[config.mk]
export PLATFORM = sky130hd
export DESIGN_NAME = snoop_bank_mapper
export DESIGN_NICKNAME = d
export VERILOG_FILES = /design/src/rtl/snoop_mapper_pkg.sv /design/src/rtl/snoop_win_decode.sv /design/src/rtl/snoop_ctrl_regs.sv /design/src/rtl/snoop_bank_out.sv /design/src/rtl/snoop_bank_mapper.sv
export SDC_FILE = /design/constraint.sdc
export NUM_CORES = 1
export LEC_CHECK = 0
export CORE_MARGIN = 10
export CORE_UTILIZATION = 30
export CTS_BUF_LIST = sky130_fd_sc_hd__clkbuf_4 sky130_fd_sc_hd__clkbuf_8
export CTS_CLUSTER_SIZE = 12
export DETAILED_ROUTE_END_ITERATION = 7
export DONT_BUFFER_PORTS = 1
export MAX_ROUTING_LAYER = met4
export PLACE_DENSITY_LB_ADDON = 0.05
export SLEW_MARGIN = 20
export SYNTH_ARGS = -nofsm -noshare
export SYNTH_HDL_FRONTEND = slang
export SYNTH_SLANG_ARGS = --single-unit
[constraint.sdc]
create_clock -name clk_i -period 1.4 [get_ports clk_i]
set_clock_uncertainty 0.2 [all_clocks]
set_input_delay 0.14 -clock clk_i [delete_from_list [all_inputs] [get_ports clk_i]]
set_output_delay 0.14 -clock clk_i [all_outputs]
set_load 0.01 [all_outputs]
[src/rtl/snoop_mapper_pkg.sv]
package snoop_mapper_pkg;
  localparam int ADDR_W     = 16;
  localparam int DATA_W     = 8;
  localparam int BLOCK_W    = 3;
  localparam int CHR_LO_W   = 2;
  localparam int DRIVE_W    = 2;
  localparam int NUM_PAIRS  = 2;
  localparam int PRG_BANK_W = BLOCK_W + 1;
  localparam int CHR_BANK_W = BLOCK_W + 1 + CHR_LO_W;

  localparam int NUM_WIN  = 3;
  localparam int WIN_OUTER = 0;
  localparam int WIN_DRIVE = 1;
  localparam int WIN_INNER = 2;
  localparam logic [ADDR_W-1:0] WIN_LO [NUM_WIN] = '{16'hFF80, 16'hFFC0, 16'hFFE8};
  localparam logic [ADDR_W-1:0] WIN_HI [NUM_WIN] = '{16'hFF9F, 16'hFFDF, 16'hFFF7};

  typedef struct packed {
    logic               mirror_h;
    logic               mode_wide;
    logic               pair_sel;
    logic               pair_hi_off;
    logic [BLOCK_W-1:0] block;
    logic               block_lsb;
  } outer_t;

  typedef struct packed {
    logic                chr_hi;
    logic [CHR_LO_W-1:0] chr_lo;
    logic                prg_pg;
  } inner_t;
endpackage

[src/rtl/snoop_win_decode.sv]
module snoop_win_decode
  import snoop_mapper_pkg::*;
(
  input  logic              clk_i,
  input  logic              rst_ni,
  input  logic [ADDR_W-1:0] addr_i,
  output logic [NUM_WIN-1:0] hit_o
);
  for (genvar w = 0; w < NUM_WIN; w++) begin : g_win
    assign hit_o[w] = (addr_i >= WIN_LO[w]) && (addr_i <= WIN_HI[w]);
  end

  AST_ONE_WINDOW: assert property (@(posedge clk_i) disable iff (!rst_ni)
    $onehot0(hit_o));
endmodule

[src/rtl/snoop_ctrl_regs.sv]
module snoop_ctrl_regs
  import snoop_mapper_pkg::*;
(
  input  logic               clk_i,
  input  logic               rst_ni,
  input  logic               m2_i,
  input  logic [NUM_WIN-1:0] hit_i,
  input  logic [DATA_W-1:0]  data_i,
  output outer_t             outer_o,
  output inner_t             inner_o,
  output logic [DRIVE_W-1:0] drive_o
);
  logic   m2_q;
  logic   cap;
  logic   locked;
  outer_t outer_q;
  inner_t inner_q;
  logic [DRIVE_W-1:0] drive_q;

  // capture on strobe fall; address/data still valid at this sample
  assign cap    = m2_q & ~m2_i;
  assign locked = outer_q.pair_sel | outer_q.pair_hi_off | (|outer_q.block) | outer_q.block_lsb;

  always_ff @(posedge clk_i or negedge rst_ni) begin
    if (!rst_ni) m2_q <= 1'b0;
    else         m2_q <= m2_i;
  end

  always_ff @(posedge clk_i or negedge rst_ni) begin
    if (!rst_ni) begin
      outer_q <= '0;
      drive_q <= '0;
    end else if (cap && !locked) begin
      if (hit_i[WIN_OUTER]) outer_q <= outer_t'(data_i);
      if (hit_i[WIN_DRIVE]) drive_q <= data_i[DRIVE_W-1:0];
    end
  end

  always_ff @(posedge clk_i or negedge rst_ni) begin
    if (!rst_ni) begin
      inner_q <= '0;
    end else if (cap && hit_i[WIN_INNER]) begin
      inner_q.chr_hi <= data_i[6];
      inner_q.chr_lo <= data_i[5:4];
      inner_q.prg_pg <= data_i[0];
    end
  end

  assign outer_o = outer_q;
  assign inner_o = inner_q;
  assign drive_o = drive_q;

  AST_LOCK_HOLDS: assert property (@(posedge clk_i) disable iff (!rst_ni)
    locked |=> $stable(outer_q));
  AST_DRIVE_LOCKED: assert property (@(posedge clk_i) disable iff (!rst_ni)
    locked |=> $stable(drive_q));
  AST_IDLE_STABLE: assert property (@(posedge clk_i) disable iff (!rst_ni)
    !(m2_q && !m2_i) |=> ($stable(outer_q) && $stable(inner_q) && $stable(drive_q)));
endmodule

[src/rtl/snoop_bank_out.sv]
module snoop_bank_out
  import snoop_mapper_pkg::*;
(
  input  logic                  clk_i,
  input  logic                  rst_ni,
  input  outer_t                outer_i,
  input  inner_t                inner_i,
  input  logic                  cpu_a15_i,
  input  logic                  cpu_rw_i,
  input  logic                  ppu_a13_i,
  input  logic                  ppu_a11_i,
  input  logic                  ppu_a10_i,
  output logic [PRG_BANK_W-1:0] prg_bank_o,
  output logic [CHR_BANK_W-1:0] chr_bank_o,
  output logic [NUM_PAIRS-1:0]  prg_ce_o,
  output logic [NUM_PAIRS-1:0]  chr_ce_o,
  output logic                  ciram_a10_o
);
  logic [NUM_PAIRS-1:0] pair_en;
  logic prg_win, chr_win, mid_bit, prg_lsb;

  always_comb begin
    prg_lsb = outer_i.mode_wide ? inner_i.prg_pg : outer_i.block_lsb;
    mid_bit = outer_i.mode_wide ? inner_i.chr_hi : outer_i.block_lsb;
  end

  assign prg_bank_o  = {outer_i.block, prg_lsb};
  assign chr_bank_o  = {outer_i.block, mid_bit, inner_i.chr_lo};
  assign ciram_a10_o = outer_i.mirror_h ? ppu_a11_i : ppu_a10_i;

  assign prg_win = cpu_a15_i & cpu_rw_i;
  assign chr_win = ~ppu_a13_i;

  // pair 0 on low select; upper pairs also need the disable bit clear
  for (genvar p = 0; p < NUM_PAIRS; p++) begin : g_pair
    if (p == 0) begin : g_lo
      assign pair_en[p] = ~outer_i.pair_sel;
    end else begin : g_hi
      assign pair_en[p] = outer_i.pair_sel & ~outer_i.pair_hi_off;
    end
    assign prg_ce_o[p] = pair_en[p] & prg_win;
    assign chr_ce_o[p] = pair_en[p] & chr_win;
  end

  AST_PRG_CE_ONEHOT: assert property (@(posedge clk_i) disable iff (!rst_ni)
    $onehot0(prg_ce_o));
  AST_PRG_CE_WINDOW: assert property (@(posedge clk_i) disable iff (!rst_ni)
    (|prg_ce_o) |-> (cpu_a15_i && cpu_rw_i));
  AST_CHR_CE_WINDOW: assert property (@(posedge clk_i) disable iff (!rst_ni)
    (|chr_ce_o) |-> !ppu_a13_i);
  AST_HI_PAIR_OFF: assert property (@(posedge clk_i) disable iff (!rst_ni)
    outer_i.pair_hi_off |-> (!prg_ce_o[1] && !chr_ce_o[1]));
endmodule

[src/rtl/snoop_bank_mapper.sv]
module snoop_bank_mapper
  import snoop_mapper_pkg::*;
(
  input  logic                  clk_i,
  input  logic                  rst_ni,
  input  logic                  m2_i,
  input  logic [ADDR_W-1:0]     cpu_addr_i,
  input  logic [DATA_W-1:0]     cpu_data_i,
  input  logic                  cpu_rw_i,
  input  logic                  ppu_a13_i,
  input  logic                  ppu_a11_i,
  input  logic                  ppu_a10_i,
  output logic [PRG_BANK_W-1:0] prg_bank_o,
  output logic [CHR_BANK_W-1:0] chr_bank_o,
  output logic [NUM_PAIRS-1:0]  prg_ce_o,
  output logic [NUM_PAIRS-1:0]  chr_ce_o,
  output logic                  ciram_a10_o,
  output logic [DRIVE_W-1:0]    lockout_o
);
  logic [NUM_WIN-1:0] hit;
  outer_t outer;
  inner_t inner;

  snoop_win_decode u_decode (
    .clk_i  (clk_i),
    .rst_ni (rst_ni),
    .addr_i (cpu_addr_i),
    .hit_o  (hit)
  );

  snoop_ctrl_regs u_regs (
    .clk_i   (clk_i),
    .rst_ni  (rst_ni),
    .m2_i    (m2_i),
    .hit_i   (hit),
    .data_i  (cpu_data_i),
    .outer_o (outer),
    .inner_o (inner),
    .drive_o (lockout_o)
  );

  snoop_bank_out u_out (
    .clk_i       (clk_i),
    .rst_ni      (rst_ni),
    .outer_i     (outer),
    .inner_i     (inner),
    .cpu_a15_i   (cpu_addr_i[ADDR_W-1]),
    .cpu_rw_i    (cpu_rw_i),
    .ppu_a13_i   (ppu_a13_i),
    .ppu_a11_i   (ppu_a11_i),
    .ppu_a10_i   (ppu_a10_i),
    .prg_bank_o  (prg_bank_o),
    .chr_bank_o  (chr_bank_o),
    .prg_ce_o    (prg_ce_o),
    .chr_ce_o    (chr_ce_o),
    .ciram_a10_o (ciram_a10_o)
  );
endmodule

==> results.sh, run 1 <==
export IMPL_final_cells=117
export IMPL_dieWidth_um=70.65
export IMPL_setup_violations=16
export IMPL_dp_hpwl_um=1605
export IMPL_rows=18
export IMPL_port_buffers=0
export IMPL_clockBufferDepth=2
export IMPL_ys_ff_latch=15
export IMPL_grt_pass1_vias=654
export IMPL_ant_nets=0
export IMPL_fin_ws_ns=-0.2773
export IMPL_place_congestion=0.6952
export IMPL_crit_type="reg2reg"
export IMPL_total_power_mw=0.7615
export IMPL_synth_commonest_cells="dfrtp_1 (15), buf_4 (11), mux2_2 (7)"
export IMPL_timing_final_max_slew_violations=0
export IMPL_grt_usage_pct=8.105
export IMPL_path_max_fanout=5
export IMPL_cap_viol_max_count=0
export IMPL_vias=575
export IMPL_fmax_mhz=596.2
export IMPL_final_hold_violation_count=2
export IMPL_worstPathRequired_ns=1.37
export IMPL_insertion_delay_ns=0.27
export IMPL_avgSynthCellArea_sq_um=11.32
export IMPL_pin_count=48
export IMPL_postCtsHoldBufs=10
export IMPL_viasPerCell=4.915
export IMPL_max_stage_delay_ns=0.34
export IMPL_yosysTopAreaCell="dfrtp_1"
export IMPL_syn_instance_count=68
export IMPL_violations="hold timing, setup timing"
export IMPL_wl_per_cell_um=17.62
export IMPL_antenna_found_initial=0
export IMPL_p_leak_nw=0.5381
export IMPL_status="finished with violations"
export IMPL_core_area_sq_um=2455
export IMPL_placed_cells=97
export IMPL_relSlewSlack_pct=51.41
export IMPL_cts_root_buffer_cell="clkbuf_4"
export IMPL_grt_pass1_wl_um=3256
export IMPL_hold_path_depth=3
export IMPL_yosysWarnings=0
export IMPL_cts_tree="built"
export IMPL_synth_top_area_share_pct=48.78
export IMPL_diodes=0
export IMPL_min_path_type="in2reg"
export IMPL_min_period_over_period_pct=119.8
export IMPL_die_area_sq_um=4991
export IMPL_hold_end="u_regs.drive_o[0]"
export IMPL_yosysUniqueCellTypes=16
export IMPL_yosysMostFrequentCell="dfrtp_1"
export IMPL_worst_hold_slack_ns=-0.04724
export IMPL_syn_area_sq_um=769.5
export IMPL_area_growth_pct=41.14
export IMPL_grt_max_degree=16
export IMPL_synth_area_leaders="dfrtp_1 (49%), buf_4 (11%), mux2_2 (10%), a21o_2 (6.8%), mux2_4 (3.9%)"
export IMPL_fill_cells=250
export IMPL_tightest_slew_ns=0.7265
export IMPL_path_cells="nand4_1 -> nor4_2 -> and3_1 -> buf_6 -> mux2_4"
export IMPL_initial_core_util_pct=31.35
export IMPL_grt_ovfl_total=0
export IMPL_drc=0
export IMPL_firstDrtPassIters=3
export IMPL_yosysSeqAreaShare_pct=48.78
export IMPL_die_h_um=70.65
export IMPL_pre_cts_ws_ns=-0.3370
export IMPL_worstReg2RegEnd="u_regs.outer_o[7]"
export IMPL_final_layout_size_suffix_gt1_share_pct=55.17
export IMPL_synth_edf_count=0
export IMPL_async_flop_share_pct=100.0
export IMPL_power_density_nw_per_um2=701.1
export IMPL_r2r_setup_slack_ns=-0.28
export IMPL_min_from="cpu_addr_i[5]"
export IMPL_worst_path_max_delay_cell="dfrtp_1"
export IMPL_path_clk_slew_ns=0.09
export IMPL_syn_nets=99
export IMPL_crit_path_start_kind="flip-flop"
export IMPL_endpoint_kind="flip-flop"
export IMPL_rsz0062_at_grt="yes"
export IMPL_cts_buffers=3
export IMPL_reg2reg_depth=5
export IMPL_arrival_ns=1.64
export IMPL_drt_iter0_drc=15
export IMPL_fin_crit_ns=1.677
export IMPL_irDropWorstVdd_uv=368.1
export IMPL_cts_sinks=15
export IMPL_yosys_most_used_dff="dfrtp_1"
export IMPL_routed_wl_um=2061
export IMPL_setup_tns_ns=-3.042
export IMPL_layout_nets=119
export IMPL_r2r_start="u_regs.m2_q"
export IMPL_htree_levels=1
report_power, final:
| part | total, mW | switching, mW | internal (mW) |
|---|---|---|---|
| combinational | 0.0629 | 0.0295 | 0.0334 |
| clock | 0.261 | 0.131 | 0.130 |
| sequential | 0.437 | 0.00162 | 0.436 |
final cells by class:
| class | instances | area, sq um | area share [%] |
|---|---|---|---|
| tap | 30 | 37.54 | 3.456 |
| clock buffer | 4 | 30.03 | 2.765 |
| multi-input combinational | 41 | 396.6 | 36.52 |
| timing repair buffer | 27 | 246.5 | 22.70 |
| sequential | 15 | 375.4 | 34.56 |
state kept, by name, indices dropped and copies added, names as in the netlist:
name,count
u_regs.m2_q,1
u_regs.drive_o,2
u_regs.inner_o,4
u_regs.outer_o,8
layer usage:
| metal | vias to the layer above | routed length (um) | share of wire, % | track usage [%] |
|---|---|---|---|---|
| met2 | 27 | 996 | 48 | 12.87 |
| met3 | 2 | 293 | 14 | 5.021 |
| met1 | 278 | 759 | 37 | 7.865 |
| met4 | 0 | 12 | 0.58 | 3.226 |
| met5 | - | 0 | 0 | - |
| li1 | 268 | - | - | - |
cell usage in the layout, fill, tap and decap left out, drive strengths merged:
cell type / n
dlygate4sd3: 10
buf: 17
nand3: 1
dfrtp: 15
nor4: 4
clkbuf: 4
xor2: 1
nand4: 3
nand2b: 2
nor3: 2
nand2: 6
nand4b: 1
a21o: 6
mux2: 9
and3: 2
nor2: 4
kinds of logic (layout without fill, tap and decap cells):
| family | after synthesis | after routing | share of synthesized area (%) |
|---|---|---|---|
| mux | 9 | 9 | 14.15 |
| xor+xnor | 1 | 1 | 1.138 |
| compound gates | 6 | 6 | 6.829 |
| buf+inv | 12 | 31 | 12.20 |
| flops | 15 | 15 | 48.78 |
| simple gates | 25 | 25 | 16.91 |
repair_timing:
item | in CTS | in global routing
endpoints found under the setup margin | 18 | 20
pin swaps | 6 | 3
buffers inserted | 6 | 3
endpoints found under the hold margin | 30 | 2
gates resized for setup | 21 | 7
critical path, delay by kind of cell, from the launching register on:
kind | cells | cell delay, ns
multiplexers | 1 | 0.29
buffers and inverters | 1 | 0.12
flip-flops | 1 | 0.34
AND/OR/NAND/NOR | 3 | 0.61
through the flow:
step | cell area, sq um | utilization (%)
2_1_floorplan | 769.5 | -
3_3_place_gp | 795.8 | 32.42
4_1_cts | 1051 | 42.81
3_5_place_dp | 795.8 | 32.42
5_1_grt | 1086 | 44.24
6_report | 1086 | 44.24
how the worst max path moves through the flow:
stage	from	end	cells past startpoint
6_report	u_regs.m2_q	u_regs.outer_o[7]	5
5_1_grt	u_regs.m2_q	u_regs.outer_o[6]	5
4_1_cts	u_regs.m2_q	u_regs.outer_o[6]	5
3_5_place_dp	u_regs.m2_q	u_regs.outer_o[7]	5
3_3_place_gp	u_regs.m2_q	u_regs.outer_o[7]	5
2_1_floorplan	u_regs.m2_q	u_regs.outer_o[6]	5
No activity file was read; power rests on OpenSTA's default activity.
==> run 2, diff against run 1 <==
--- a/config.mk
+++ b/config.mk
@@ -6,4 +6,6 @@
 export NUM_CORES = 1
 export LEC_CHECK = 0
+export CELL_PAD_IN_SITES_DETAIL_PLACEMENT = 0
+export CELL_PAD_IN_SITES_GLOBAL_PLACEMENT = 1
 export CORE_MARGIN = 10
 export CORE_UTILIZATION = 30
--- a/constraint.sdc
+++ b/constraint.sdc
@@ -3,3 +3,3 @@
 set_input_delay 0.14 -clock clk_i [delete_from_list [all_inputs] [get_ports clk_i]]
 set_output_delay 0.14 -clock clk_i [all_outputs]
-set_load 0.01 [all_outputs]
+set_load 0.1 [all_outputs]
==> run 2 against run 1 <==
Compared with the run above:
- the flow still finishes with violations (hold timing, setup timing)
- sequential cell count did not move
- highest routed layer unchanged
- cell count is 12% higher
- wire length up 14%
==> results.sh, run 2 (synthesized netlist as in run 1, its figures left out) <==
export IMPL_crit_path_start_kind="flip-flop"
export IMPL_layout_nets=133
export IMPL_reg2reg_depth=5
export IMPL_tightest_slew_ns=0.6960
export IMPL_grt_max_degree=16
export IMPL_antenna_found_initial=0
export IMPL_arrival_ns=1.61
export IMPL_worst_path_max_delay_cell="dfrtp_1"
export IMPL_relSlewSlack_pct=53.45
export IMPL_final_layout_size_suffix_gt1_share_pct=69.31
export IMPL_grt_usage_pct=9.910
export IMPL_wl_per_cell_um=17.93
export IMPL_worst_hold_slack_ns=-0.06042
export IMPL_total_power_mw=0.8200
export IMPL_cts_sinks=15
export IMPL_setup_violations=22
export IMPL_place_congestion=0.7130
export IMPL_hold_path_depth=3
export IMPL_endpoint_kind="flip-flop"
export IMPL_status="finished with violations"
export IMPL_top_layer="met4"
export IMPL_path_max_fanout=4
export IMPL_crit_buf_inv=1
export IMPL_cts_buffers=3
export IMPL_wl_met1_um=856
export IMPL_die_h_um=70.65
export IMPL_cap_viol_max_count=0
export IMPL_firstDrtPassIters=4
export IMPL_grt_pass1_vias=759
export IMPL_grt_pass1_wl_um=3891
export IMPL_port_buffers=0
export IMPL_dp_hpwl_um=1885
export IMPL_diodes=0
export IMPL_die_area_sq_um=4991
export IMPL_rows=18
export IMPL_fin_ws_ns=-0.2381
export IMPL_cts_root_buffer_cell="clkbuf_4"
export IMPL_path_cells="nand4_1 -> buf_4 -> nor3_4 -> and3_4 -> mux2_4"
export IMPL_met3WireLength_um=172
export IMPL_pin_count=48
export IMPL_setup_tns_ns=-3.351
export IMPL_largest_register_ffs=8
export IMPL_drc=0
export IMPL_postCtsHoldBufs=10
export IMPL_max_stage_delay_ns=0.34
export IMPL_viasPerCell=4.763
export IMPL_dieWidth_um=70.65
export IMPL_insertion_delay_ns=0.28
export IMPL_irDropWorstVdd_uv=517.4
export IMPL_clockBufferDepth=2
export IMPL_crit_cells=5
export IMPL_worstPathRequired_ns=1.38
export IMPL_final_hold_violation_count=2
export IMPL_rsz0062_at_grt="yes"
export IMPL_final_cell_mix="buf_12 (11), dlygate4sd3_1 (10), buf_4 (10), dfrtp_1 (10), buf_6 (8)"
export IMPL_timing_final_max_slew_violations=0
export IMPL_fmax_mhz=610.5
export IMPL_cp_top_family="simple AND/OR/NAND/NOR gates"
export IMPL_htree_levels=1
export IMPL_path_clk_slew_ns=0.10
export IMPL_power_density_nw_per_um2=578.4
export IMPL_wl_met2_um=1309
export IMPL_violations="hold timing, setup timing"
export IMPL_vias=624
export IMPL_drt_iter0_drc=12
export IMPL_grt_ovfl_total=0
export IMPL_routed_wl_um=2349
export IMPL_initial_core_util_pct=31.35
export IMPL_crit_type="reg2reg"
export IMPL_min_path_type="in2reg"
export IMPL_ant_nets=0
export IMPL_area_growth_pct=84.23
export IMPL_core_area_sq_um=2455
export IMPL_min_period_over_period_pct=117.0
export IMPL_p_leak_nw=0.6541
export IMPL_final_common_cell="buf_12"
export IMPL_fin_crit_ns=1.638
export IMPL_cts_tree="built"
run 2: changes by cell type in the layout (fill, tap and decap cells not counted), moves of 2 or more:
| cell | change |
|---|---|
| buf_12 | +11 |
| buf_16 | +2 |
| buf_4 | -2 |
| buf_6 | +3 |
| dfrtp_1 | -5 |
| dfrtp_2 | +5 |
| nand2_4 | +2 |
run 2: path summary, 6_finish.rpt:
kind                                    from           endpoint  slack, ns
setup / recovery                 u_regs.m2_q  u_regs.inner_o[2]      -0.24
hold / removal                 cpu_addr_i[5]  u_regs.drive_o[1]      -0.06
setup reg to reg                 u_regs.m2_q  u_regs.inner_o[2]      -0.24
hold reg to reg            u_regs.drive_o[1]  u_regs.drive_o[1]       0.32
max in group asynchronous             rst_ni  u_regs.outer_o[2]       0.37
min in group asynchronous             rst_ni  u_regs.inner_o[1]       0.14
run 2: worst min-delay path, stage by stage:
cell and delay, ns:
nor4_2 0.02, nand3_2 0.08, mux2_2 0.15
run 2: metrics by stage:
stage | cell area, sq um | utilization (%) | instances | hold slack, ns | setup WS [ns]
6_report | 1418 | 57.75 | 131 | -0.06042 | -0.2381
5_1_grt | 1418 | 57.75 | 131 | -0.03529 | -0.3173
3_3_place_gp | 1067 | 43.48 | 112 | -0.3549 | -0.2220
3_5_place_dp | 1067 | 43.48 | 112 | -0.3549 | -0.2569
2_1_floorplan | 815.8 | - | 68 | -0.3556 | -0.1786
4_1_cts | 1366 | 55.66 | 129 | -0.06709 | -0.2497
run 2: per-layer routing:
| layer | track usage, % | vias to the layer above |
|---|---|---|
| met3 | 3.626 | 2 |
| met2 | 17.96 | 22 |
| li1 | - | 294 |
| met4 | 3.226 | 0 |
| met5 | - | - |
| met1 | 9.547 | 306 |
run 2: layout make-up:
cell class	instances	area [sq um]
Fill cell	199	1037
Sequential cell	15	381.6
Clock inverter	1	5.005
Clock buffer	3	22.52
Multi-Input combinational cell	41	430.4
Timing Repair Buffer	41	540.5
Tap cell	30	37.54
run 2: report_power, final:
part | switching, mW | internal [mW]
Sequential | 0.00157 | 0.436
Combinational | 0.0773 | 0.0584
Clock | 0.141 | 0.106
Total | 0.220 | 0.600
run 2: timing repair:
action,4_1_cts,5_1_grt
endpoints found under the setup margin,27,26
pin swaps,12,3
buffers inserted,3,3
endpoints found under the hold margin,30,2
gates resized for setup,35,7
==> run 3, diff against run 2 <==
- ABC_AREA: default -> 1
==> run 3 against run 2 <==
Compared with the run above:
- the run still ends with hold timing, setup timing left
- via count increased by 29%
- worst hold slack improved by 0.0085 ns
- register-to-register slack improved by 0.24 ns
- critical path type is now reg2out
- critical endpoint is now prg_ce_o[1]
- highest routed layer unchanged
==> results.sh, run 3 <==
export IMPL_placed_cells=148
export IMPL_drt_iter0_drc=21
export IMPL_max_stage_delay_ns=0.45
export IMPL_yosysTopAreaCell="dfrtp_1"
export IMPL_cp_startpoint="u_regs.outer_o[4]"
export IMPL_drc=0
export IMPL_relSlewSlack_pct=53.77
export IMPL_dp_hpwl_um=1883
export IMPL_htree_levels=1
export IMPL_violations="hold timing, setup timing"
export IMPL_total_power_mw=0.8137
export IMPL_worst_hold_slack_ns=-0.05191
export IMPL_die_h_um=74.46
export IMPL_path_cells="nor4_4 -> buf_12"
export IMPL_yosysSeqAreaShare_pct=42.19
export IMPL_crit_path_start_kind="flip-flop"
export IMPL_timing_final_max_slew_violations=0
export IMPL_final_cell_mix="nand2_1 (30), buf_4 (12), dfrtp_1 (11)"
export IMPL_postLayoutCellArea_sq_um=1435
export IMPL_multi_input_area_sq_um=460.4
export IMPL_status="finished with violations"
export IMPL_avgSynthCellArea_sq_um=8.161
export IMPL_ant_nets=0
export IMPL_crit_type="reg2out"
export IMPL_combinationalPowerShare_pct=13.3
export IMPL_internal_power_mw=0.6167
export IMPL_min_path_type="in2reg"
export IMPL_largest_register_ffs=8
export IMPL_p_leak_nw=0.7201
export IMPL_yosysMostFrequentCell="nand2_1"
export IMPL_area_growth_pct=61.32
export IMPL_wl_per_cell_um=13.90
export IMPL_final_layout_size_suffix_gt1_share_pct=41.55
export IMPL_rsz0062_at_grt="yes"
export IMPL_synth_area_leaders="dfrtp_1 (42%), nand2_1 (14%), buf_4 (9.3%), nand4_1 (7.0%), inv_1 (5.1%)"
export IMPL_min_period_over_period_pct=115.2
export IMPL_path_max_fanout=3
export IMPL_power_switching_mw=0.1970
export IMPL_cap_viol_max_count=0
export IMPL_async_flop_share_pct=100.0
export IMPL_cts_root_buffer_cell="clkbuf_4"
export IMPL_ys_ff_latch=15
export IMPL_path_clk_slew_ns=0.09
export IMPL_setup_violations=7
export IMPL_firstDrtPassIters=3
export IMPL_core_area_sq_um=2805
export IMPL_vias=804
export IMPL_grt_usage_pct=9.969
export IMPL_cts_sinks=15
export IMPL_min_from="cpu_addr_i[14]"
export IMPL_power_share_clock_pct=33.2
export IMPL_irDropWorstVdd_uv=237.0
export IMPL_yosysWarnings=0
export IMPL_port_buffers=0
export IMPL_routed_wl_um=2405
export IMPL_final_cells=173
export IMPL_die_area_sq_um=5544
export IMPL_synth_commonest_cells="nand2_1 (34), dfrtp_1 (15), inv_1 (12)"
export IMPL_layout_nets=174
export IMPL_cts_tree="built"
export IMPL_place_area_sq_um=1117
export IMPL_synth_edf_count=0
export IMPL_fin_crit_ns=1.613
export IMPL_r2r_start="u_regs.outer_o[2]"
export IMPL_clockBufferDepth=2
export IMPL_syn_instance_count=109
export IMPL_yosys_most_used_dff="dfrtp_1"
export IMPL_diodes=0
export IMPL_viasPerCell=4.647
export IMPL_grt_max_degree=16
export IMPL_fin_ws_ns=-0.2127
export IMPL_endpoint_kind="output pin"
export IMPL_cts_buffers=3
export IMPL_grt_pass1_wl_um=4119
export IMPL_final_hold_violation_count=9
export IMPL_rows=19
export IMPL_antenna_found_initial=0
export IMPL_worst_path_max_delay_cell="dfrtp_2"
export IMPL_grt_ovfl_total=0
export IMPL_power_density_nw_per_um2=567.0
export IMPL_syn_nets=140
export IMPL_fmax_mhz=620.1
export IMPL_synth_top_area_share_pct=42.19
export IMPL_arrival_ns=1.27
export IMPL_grt_pass1_vias=927
export IMPL_yosysUniqueCellTypes=19
export IMPL_tightest_slew_ns=0.6912
export IMPL_seqCellArea_sq_um=380.4
export IMPL_place_congestion=0.7608
export IMPL_power_frac_seq_pct=53.5
export IMPL_final_common_cell="nand2_1"
export IMPL_switching_share_pct=24.21
export IMPL_dieWidth_um=74.46
export IMPL_worstPathRequired_ns=1.06
export IMPL_pin_count=48
export IMPL_insertion_delay_ns=0.28
export IMPL_syn_area_sq_um=889.6
export IMPL_initial_core_util_pct=31.71
export IMPL_fill_cells=275
run 3: changes by cell type in the layout (fill, tap and decap cells not counted), moves of 5 or more:
| cell | before | now |
|---|---|---|
| a21o_2 | 5 | 0 |
| nand4_1 | 3 | 10 |
| nand2_1 | 4 | 30 |
| mux2_4 | 7 | 1 |
| inv_1 | 0 | 10 |
| nand3_1 | 0 | 5 |
run 3: worst paths after layout:
path	end	slack (ns)	cells past startpoint
worst max-delay path	prg_ce_o[1]	-0.21	2
worst min-delay path	u_regs.outer_o[4]	-0.05	4
worst max register to register	u_regs.outer_o[7]	0	6
worst min register to register	u_regs.drive_o[1]	0.28	2
max in group asynchronous	u_regs.outer_o[4]	0.38	1
min in group asynchronous	u_regs.outer_o[2]	0.13	1
run 3: cell type report:
class | instances | share of cell area [%]
clock buffers | 4 | 2.092
inverters | 13 | 3.400
multi-input cells | 69 | 32.08
flip-flops and latches | 15 | 26.50
well taps | 31 | 2.703
repair buffers | 41 | 33.22
run 3: cells by family after synthesis:
family        count (synthesis)  synth area share, %
simple gates                 68                40.51
flops                        15                42.19
mux                           1                1.266
buf+inv                      25                16.03
run 3: worst max-delay path: cells and delay by family, from the launching register on:
family	cells	cell delay, ns
flip-flops	1	0.45
buffers and inverters	1	0.21
AND/OR/NAND/NOR	1	0.32
run 3: repair_timing:
item	CTS	global route
resized for setup	16	14
setup endpoints to repair	22	23
endpoints found under the hold margin	30	6
hold buffers	13	1
pin swaps	8	7
buffers inserted	2	5
run 3: power by group through the flow:
stage,sequential [mW],combinational (mW),clock (mW)
floorplan,0.444,0.0429,0
global placement,0.444,0.0534,0
detailed placement,0.444,0.0544,0
CTS,0.435,0.101,0.287
global route,0.435,0.119,0.299
finish,0.435,0.109,0.270
run 3: layer usage:
metal / GRT usage, % / routed length, um / up-vias
met5: - / 0 / -
met4: 5.672 / 36 / 0
met3: 4.122 / 238 / 2
met2: 15.27 / 1086 / 31
met1: 10.68 / 1043 / 365
li1: - / - / 406
run 3: through the flow:
stage               setup WS, ns  setup TNS, ns  util (%)  hold slack, ns
global route             -0.2811         -2.188     51.16        -0.02548
detailed placement      -0.01871       -0.04448     39.83         -0.3550
global placement         0.01389              0     39.83         -0.3550
floorplan                -0.4833        -0.9959         -         -0.3556
CTS                      -0.2359         -1.293     47.99        -0.06960
finish                   -0.2127        -0.9672     51.16        -0.05191
